### src/rtl/reset_hub_pkg.sv
package reset_hub_pkg;
  localparam int NUM_CAUSES = 7;
  typedef enum int {
    C_POR = 0,
    C_WDT = 1,
    C_EXT = 2,
    C_SW  = 3,
    C_LVD = 4,
    C_CPU = 5,
    C_CLK = 6
  } cause_e;
endpackage

### src/rtl/rh_sync.sv
module rh_sync #(
  parameter int   STAGES  = 2,
  parameter logic RST_VAL = 1'b1
) (
  input  logic clk_i,
  input  logic rst_ni,
  input  logic d_i,
  output logic q_o
);
  logic [STAGES-1:0] s_q;

  always_ff @(posedge clk_i or negedge rst_ni) begin
    if (!rst_ni) s_q <= {STAGES{RST_VAL}};
    else         s_q <= {s_q[STAGES-2:0], d_i};
  end

  assign q_o = s_q[STAGES-1];
endmodule

### src/rtl/rh_por_timer.sv
module rh_por_timer #(
  parameter int CYCLES = 65536
) (
  input  logic clk_i,
  input  logic rst_ni,
  output logic busy_o
);
  localparam int CW = $clog2(CYCLES + 1);

  logic [CW-1:0] cnt_q;
  logic          busy_q;

  always_ff @(posedge clk_i or negedge rst_ni) begin
    if (!rst_ni) begin
      cnt_q  <= '0;
      busy_q <= 1'b1;
    end else if (busy_q) begin
      if (cnt_q == CW'(CYCLES)) busy_q <= 1'b0;
      else                      cnt_q  <= cnt_q + 1'b1;
    end
  end

  assign busy_o = busy_q;
endmodule

### src/rtl/rh_hold.sv
module rh_hold #(
  parameter int HOLD = 4
) (
  input  logic clk_i,
  input  logic rst_ni,
  input  logic trig_i,
  output logic active_o
);
  localparam int HW = $clog2(HOLD + 1);

  logic [HW-1:0] cnt_q;

  // retrigger reloads the full count
  always_ff @(posedge clk_i or negedge rst_ni) begin
    if (!rst_ni)           cnt_q <= '0;
    else if (trig_i)       cnt_q <= HW'(HOLD);
    else if (cnt_q != '0)  cnt_q <= cnt_q - 1'b1;
  end

  assign active_o = (cnt_q != '0);
endmodule

### src/rtl/reset_hub.sv
module reset_hub
  import reset_hub_pkg::*;
#(
  parameter int         POR_CYCLES = 65536,
  parameter int         MIN_HOLD   = 4,
  parameter logic [1:0] WSEL_RST   = 2'b11
) (
  input  logic                  clk_i,
  input  logic                  rst_ni,
  input  logic                  wdt_ovf_i,
  input  logic                  ext_rst_ni,
  input  logic                  sw_wr_i,
  input  logic                  sw_wdata_i,
  input  logic                  lvd_i,
  input  logic                  cpu_ovf_i,
  input  logic                  clk_fail_i,
  input  logic                  wsel_we_i,
  input  logic [1:0]            wsel_wdata_i,
  input  logic                  flag_rd_i,
  output logic                  sys_rst_o,
  output logic [1:0]            wsel_o,
  output logic [NUM_CAUSES-1:0] flags_o,
  output logic                  sw_bit_o
);
  logic                  ext_sync;
  logic [NUM_CAUSES-1:0] req_vec;
  logic                  req_any;
  logic                  por_busy;
  logic                  hold_act;
  logic [NUM_CAUSES-1:0] flags_q;
  logic [1:0]            wsel_q;
  logic                  sw_pend_q;

  rh_sync #(.STAGES(2), .RST_VAL(1'b1)) u_ext_sync (
    .clk_i  (clk_i),
    .rst_ni (rst_ni),
    .d_i    (ext_rst_ni),
    .q_o    (ext_sync)
  );

  always_comb begin
    req_vec        = '0;
    req_vec[C_WDT] = wdt_ovf_i;
    req_vec[C_EXT] = ~ext_sync;
    req_vec[C_SW]  = sw_wr_i & ~sw_wdata_i;
    req_vec[C_LVD] = lvd_i;
    req_vec[C_CPU] = cpu_ovf_i;
    req_vec[C_CLK] = clk_fail_i;
  end

  assign req_any = |req_vec;

  rh_por_timer #(.CYCLES(POR_CYCLES)) u_por (
    .clk_i  (clk_i),
    .rst_ni (rst_ni),
    .busy_o (por_busy)
  );

  rh_hold #(.HOLD(MIN_HOLD)) u_hold (
    .clk_i    (clk_i),
    .rst_ni   (rst_ni),
    .trig_i   (req_any),
    .active_o (hold_act)
  );

  assign sys_rst_o = por_busy | hold_act;

  always_ff @(posedge clk_i or negedge rst_ni) begin
    if (!rst_ni) begin
      flags_q        <= '0;
      flags_q[C_POR] <= 1'b1;
    end else begin
      flags_q <= (flag_rd_i ? '0 : flags_q) | req_vec;
    end
  end

  always_ff @(posedge clk_i or negedge rst_ni) begin
    if (!rst_ni)                      wsel_q <= WSEL_RST;
    else if (req_any)                 wsel_q <= WSEL_RST;
    else if (wsel_we_i && !sys_rst_o) wsel_q <= wsel_wdata_i;
  end

  // pending until the cycle after release
  always_ff @(posedge clk_i or negedge rst_ni) begin
    if (!rst_ni)             sw_pend_q <= 1'b0;
    else if (req_vec[C_SW])  sw_pend_q <= 1'b1;
    else if (!sys_rst_o)     sw_pend_q <= 1'b0;
  end

  assign wsel_o   = wsel_q;
  assign flags_o  = flags_q;
  assign sw_bit_o = ~sw_pend_q;
endmodule

### config.mk
export PLATFORM = sky130hd
export DESIGN_NAME = reset_hub
export DESIGN_NICKNAME = d
export VERILOG_FILES = /design/src/rtl/reset_hub_pkg.sv /design/src/rtl/rh_sync.sv /design/src/rtl/rh_por_timer.sv /design/src/rtl/rh_hold.sv /design/src/rtl/reset_hub.sv
export SDC_FILE = /design/constraint.sdc
export NUM_CORES = 1
export LEC_CHECK = 0
export CAP_MARGIN = 15
export CORE_ASPECT_RATIO = 0.6
export CORE_MARGIN = 2
export CORE_UTILIZATION = 30
export CTS_CLUSTER_SIZE = 10
export DETAILED_ROUTE_END_ITERATION = 10
export PLACE_DENSITY = 0.53
export SYNTH_ARGS = -nofsm -noshare
export SYNTH_HDL_FRONTEND = slang
export SYNTH_SLANG_ARGS = --single-unit
### constraint.sdc
create_clock -name clk_i -period 2.4 [get_ports clk_i]
set_input_delay 0.24 -clock clk_i [delete_from_list [all_inputs] [get_ports clk_i]]
set_output_delay 0.24 -clock clk_i [all_outputs]
set_load 0.1 [all_outputs]
---- Yosys cells after proc, flatten, opt, wreduce, memory -nomap -nowiden ----
Index checks and enable logic that the tools add are counted.
cells by class
  equality and inequality tests ........... 2
  $add $sub $neg .......................... 2
  mux-type cells .......................... 9
  bitwise operators ....................... 7
  reduce and logical (&&, ||, !) cells .... 7
operators by type and width
  operator               number
  $add 17x1->17 const B  1
  $eq 17x17->1 const B   1
  $mux 7                 1
  $or 7x7->7             1
  $mux 3                 2
  $reduce_or 6->1        1
  $mux 1                 4
  $mux 2                 2
  $not 1->1              4
  $reduce_bool 2->1      2
  $reduce_bool 3->1      1
  $sub 3x1->3 const B    1
  $ne 2x1->1 const B     1
  $reduce_and 2->1       1
  $and 1x1->1            1
  $logic_and 1x1->1      1
  $logic_not 1->1        1
  $or 1x1->1             1
word-level totals
  input bits .............................. 13
  bits in registers ....................... 33
  output and inout port bits .............. 11

---- Logic depth before layout (Yosys ltp) ----
  depth after elaboration ................. 6
  depth in mapped cells ................... 6

---- Cells and area by module ----
From an unflattened synthesis, not the netlist that was laid out.
second synthesis, totals
  cell total of the unflattened synthesis .. 126
  area, all modules ....................... 1532.7 um^2
modules (own cells, without submodules)
  module        cells an instance  instances  area an instance (um^2)  sequential area each (um^2)
  rh_por_timer  75                 1          902.1                    451.7
  reset_hub     33                 1          400.4                    254.0
  rh_hold       16                 1          177.7                    75.1
  rh_sync       2                  1          52.6                     52.6

---- Worst setup path before layout ----
OpenSTA, ideal clock, no wires.
  path type ............................... register to register
  from .................................... reg u_hold.cnt_q[0]
  to ...................................... reg sw_pend_q
  arrival ................................. 1740 ps
  data required time ...................... 2332 ps
  period minus slack after synthesis ...... 1808 ps
  path slack .............................. 592 ps
  stages on the path, launching flop included .. 7
  path through ............................ dfrtp_1 inv_1 ha_1 nand2b_1 nand2b_1 nand2_1 nand2_1
on the way
  word-level cells in the longest chain between the ends .. 3
RTL lines
  element                 RTL line         RTL
  start, declared         rh_hold.sv:11    logic [HW-1:0] cnt_q;
  start signal, assigned  rh_hold.sv:16    else if (trig_i) cnt_q <= HW'(HOLD);
  start signal, assigned  rh_hold.sv:17    else if (cnt_q != '0) cnt_q <= cnt_q - 1'b1;
  $reduce_bool 3->1       rh_hold.sv:20    assign active_o = (cnt_q != '0);
  $or 1x1->1              reset_hub.sv:66  assign sys_rst_o = por_busy | hold_act;
  net sys_rst_o           reset_hub.sv:20  output logic sys_rst_o,
  $ne 2x1->1 (no line)    --
  end signal, assigned    reset_hub.sv:85  if (!rst_ni) sw_pend_q <= 1'b0;
  end signal, assigned    reset_hub.sv:86  else if (req_vec[C_SW]) sw_pend_q <= 1'b1;
  end signal, assigned    reset_hub.sv:87  else if (!sys_rst_o) sw_pend_q <= 1'b0;
  end, declared           reset_hub.sv:32  logic sw_pend_q;
The timed path passes the listed nets, and every way through them passes these cells.
A chain may end at the register's enable or synchronous reset.

---- Worst setup path after layout ----
  from .................................... reg u_hold.cnt_q[0]
  to ...................................... out sys_rst_o
on the way
  word-level cells in the longest chain between the ends .. 2
RTL lines
  element            RTL line
  $reduce_bool 3->1  rh_hold.sv:20
  $or 1x1->1         reset_hub.sv:66
  end, declared      reset_hub.sv:20
Every way passes these cells.

==> metrics.cfg <==
[clocking]
htree_levels = 2
ctsResizeCount = 0
cts_setup_buffers = 0
clk_path_buf_depth = 2
cts_tree = yes
clkSlewWorstSetupHoldPaths_ns = 0.07
clock_sinks = 33
numCtsBuffers = 5
hold_buffers = 0
clock_latency_ns = 0.29
clockRootBuffer = clkbuf_8

[die]
fp.dieArea_sq_mm = 0.00551
die_h_um = 58.3
start_util = 0.316
rows = 19
die_width_um = 94.5
core-area_sq_mm = 0.00466
ios = 24

[synth]
yosysTopAreaCell = dfrtp_1
ys_types = 29
synth_warnings = 0
async_flop_share = 1.00
syn_inst = 122
yosysSeqAreaShare = 0.565
synth_edf_count = 0
yosys-top-cells-count = dfrtp_1, xnor2_1, nand2_1
yosysMostFrequentCell = dfrtp_1
synth_area_sq_mm = 0.00147
synth.area.top_cells = dfrtp_1, dfstp_2, xnor2_1
synth.net_count = 139
synth_top_area_share = 0.458
synthFlopType = dfrtp_1
avgSynthCellArea_sq_um = 12.1
synth_seq_cells = 33

[global_routing]
grt-ovfl-total = 0
grt_util_all_layers = 0.112
grt_pass1_vias = 944
grt_pass1_wl_um = 4510
grt_start_max_net_pins = 34
antenna_found_initial = 0

[placement]
io_buffer_count = 23
placed_area_sq_mm = 0.00176
gp_congestion = 0.800
dp_hpwl_um = 2100
post-place-ws_ns = 0.768

[power]
p_total_w = 0.00123
powerDensity_mw_per_mm2 = 657
irDropWorstVdd_uv = 243
p_leak_nw = 0.816

[setup_path]
cpLargestDelayFamily = buffers and inverters
max_stage_delay_ns = 0.36
start_kind = flip-flop
cp-end-kind = primary output
slowest_stage = dfrtp_1
r2r_start = u_por.cnt_q[0]
crit_arrival_ns = 1.56
cp_common_cell = nand2b_1
path_class = reg -> out
crit_fanout = 5
worstPathCellList = inv_1 -> ha_1 -> nand2b_1 -> nand2b_1 -> buf_4
crit_buf_inv = 2
critPathRequiredTime_ns = 2.16
crit_path_start = u_hold.cnt_q[0]

[sta]
rsz0062_at_grt = false
hold_violations = 0
fin_tns_setup_ns = 0
finalCriticalPeriod_ns = 1.80
slew_headroom = 0.715
fin_crit_sh = 0.752
skew_ns = 0.00841
tightest_slew_ns = 0.427
drv_slew = 0
fmax_mhz = 554
setup_viol = 0
setup_ws_ns = 0.596

[route]
dr.pass1.iters = 4
wl_per_cell_um = 12.7
wl_um = 2740
drc = 0
drt_iter0_drc = 70
vias = 958
via_per_inst = 4.44
ant_nets = 0

[hold_path]
worstHoldPathType = in -> async

[final_layout]
diodes = 0
fin_nets = 169
final_util = 0.402
drive_above_1_share = 0.222
stdcell_area_sq_mm = 0.00187
ff_latch_area_sq_um = 833
areaGrowthSynthToFinish_pct = 27.2
multi_input_area_sq_um = 602
fillers = 456

[status]
status = completed

[flow_run]
drv_cap = 0

[flip-flops by register name (all words and copies together), names as in the netlist]
register,count
sw_pend_q,1
u_por.busy_o,1
u_ext_sync.s_q,2
u_hold.cnt_q,3
wsel_o,2
u_por.cnt_q,17
flags_o,7
[cell type report]
| class | instances | share of cell area |
|---|---|---|
| Clock buffer | 7 | 0.0461 |
| Clock inverter | 1 | 0.0160 |
| Inverter | 9 | 0.0180 |
| Multi-Input combinational cell | 79 | 0.321 |
| Sequential cell | 33 | 0.445 |
| Tap cell | 63 | 0.0421 |
| Timing Repair Buffer | 24 | 0.112 |
[where the power goes]
group	internal (W)	switching, W	total, W
Sequential	0.000568	0.00000558	0.000574
Combinational	0.0000358	0.0000879	0.000124
Clock	0.000338	0.000195	0.000533
[metrics by stage]
| stage | std cells | hold slack [ns] |
|---|---|---|
| after global routing | 216 | 0.363 |
| after floorplan | 122 | -0.0556 |
| after detailed placement | 208 | 0.347 |
| final | 216 | 0.342 |
| after CTS | 216 | 0.357 |
| after global placement | 208 | 0.346 |
[cell usage in the layout, fill, tap and decap left out, types with 2 or more instances in the layout]
master           synthesis  routed
nor2_1                   4       4
nand2b_1                 3       3
dfstp_2                  6       6
clkdlybuf4s50_1          0      12
buf_4                    0      12
a21o_1                   4       4
inv_1                    9       9
xnor2_1                 15      15
nor4_2                   4       4
nand2_1                 12      12
and4_1                   2       2
nand3_1                  6       6
ha_1                     4       4
xor2_1                   2       2
mux2i_1                  3       3
dfrtp_1                 27      27
clkbuf_8                 0       6
o21ai_0                  3       3
nand4_1                  5       5
[per-layer routing]
layer / up-vias / GRT usage / wire [um]
li1: 480 / - / -
met1: 455 / 0.171 / 1470
met2: 18 / 0.135 / 1110
met3: 5 / 0.0371 / 96
met4: 0 / 0.0663 / 59
met5: - / 0 / 0
[logic make-up after synthesis]
kind of cell / count (synthesis) / synth area share
XOR/XNOR: 17 / 0.101
buffers and inverters: 10 / 0.0263
flip-flops: 33 / 0.565
adder cells (fa/ha/maj): 4 / 0.0340
AND/OR/NAND/NOR: 45 / 0.200
multiplexers: 3 / 0.0204
AO/OA/AOI/OAI: 10 / 0.0526
[worst paths after layout]
kind | to | slack [ns] | cells past startpoint
worst max register to register | u_por.cnt_q[7] | 0.78 | 6
worst max-delay path | sys_rst_o | 0.60 | 5
max in group asynchronous | wsel_o[0] | 1.72 | 2
worst min-delay path | flags_o[5] | 0.34 | 2
min in group clk_i | u_ext_sync.s_q[1] | 0.36 | 0
worst min register to register | u_ext_sync.s_q[1] | 0.36 | 0
(Power assumes the default switching activity.)
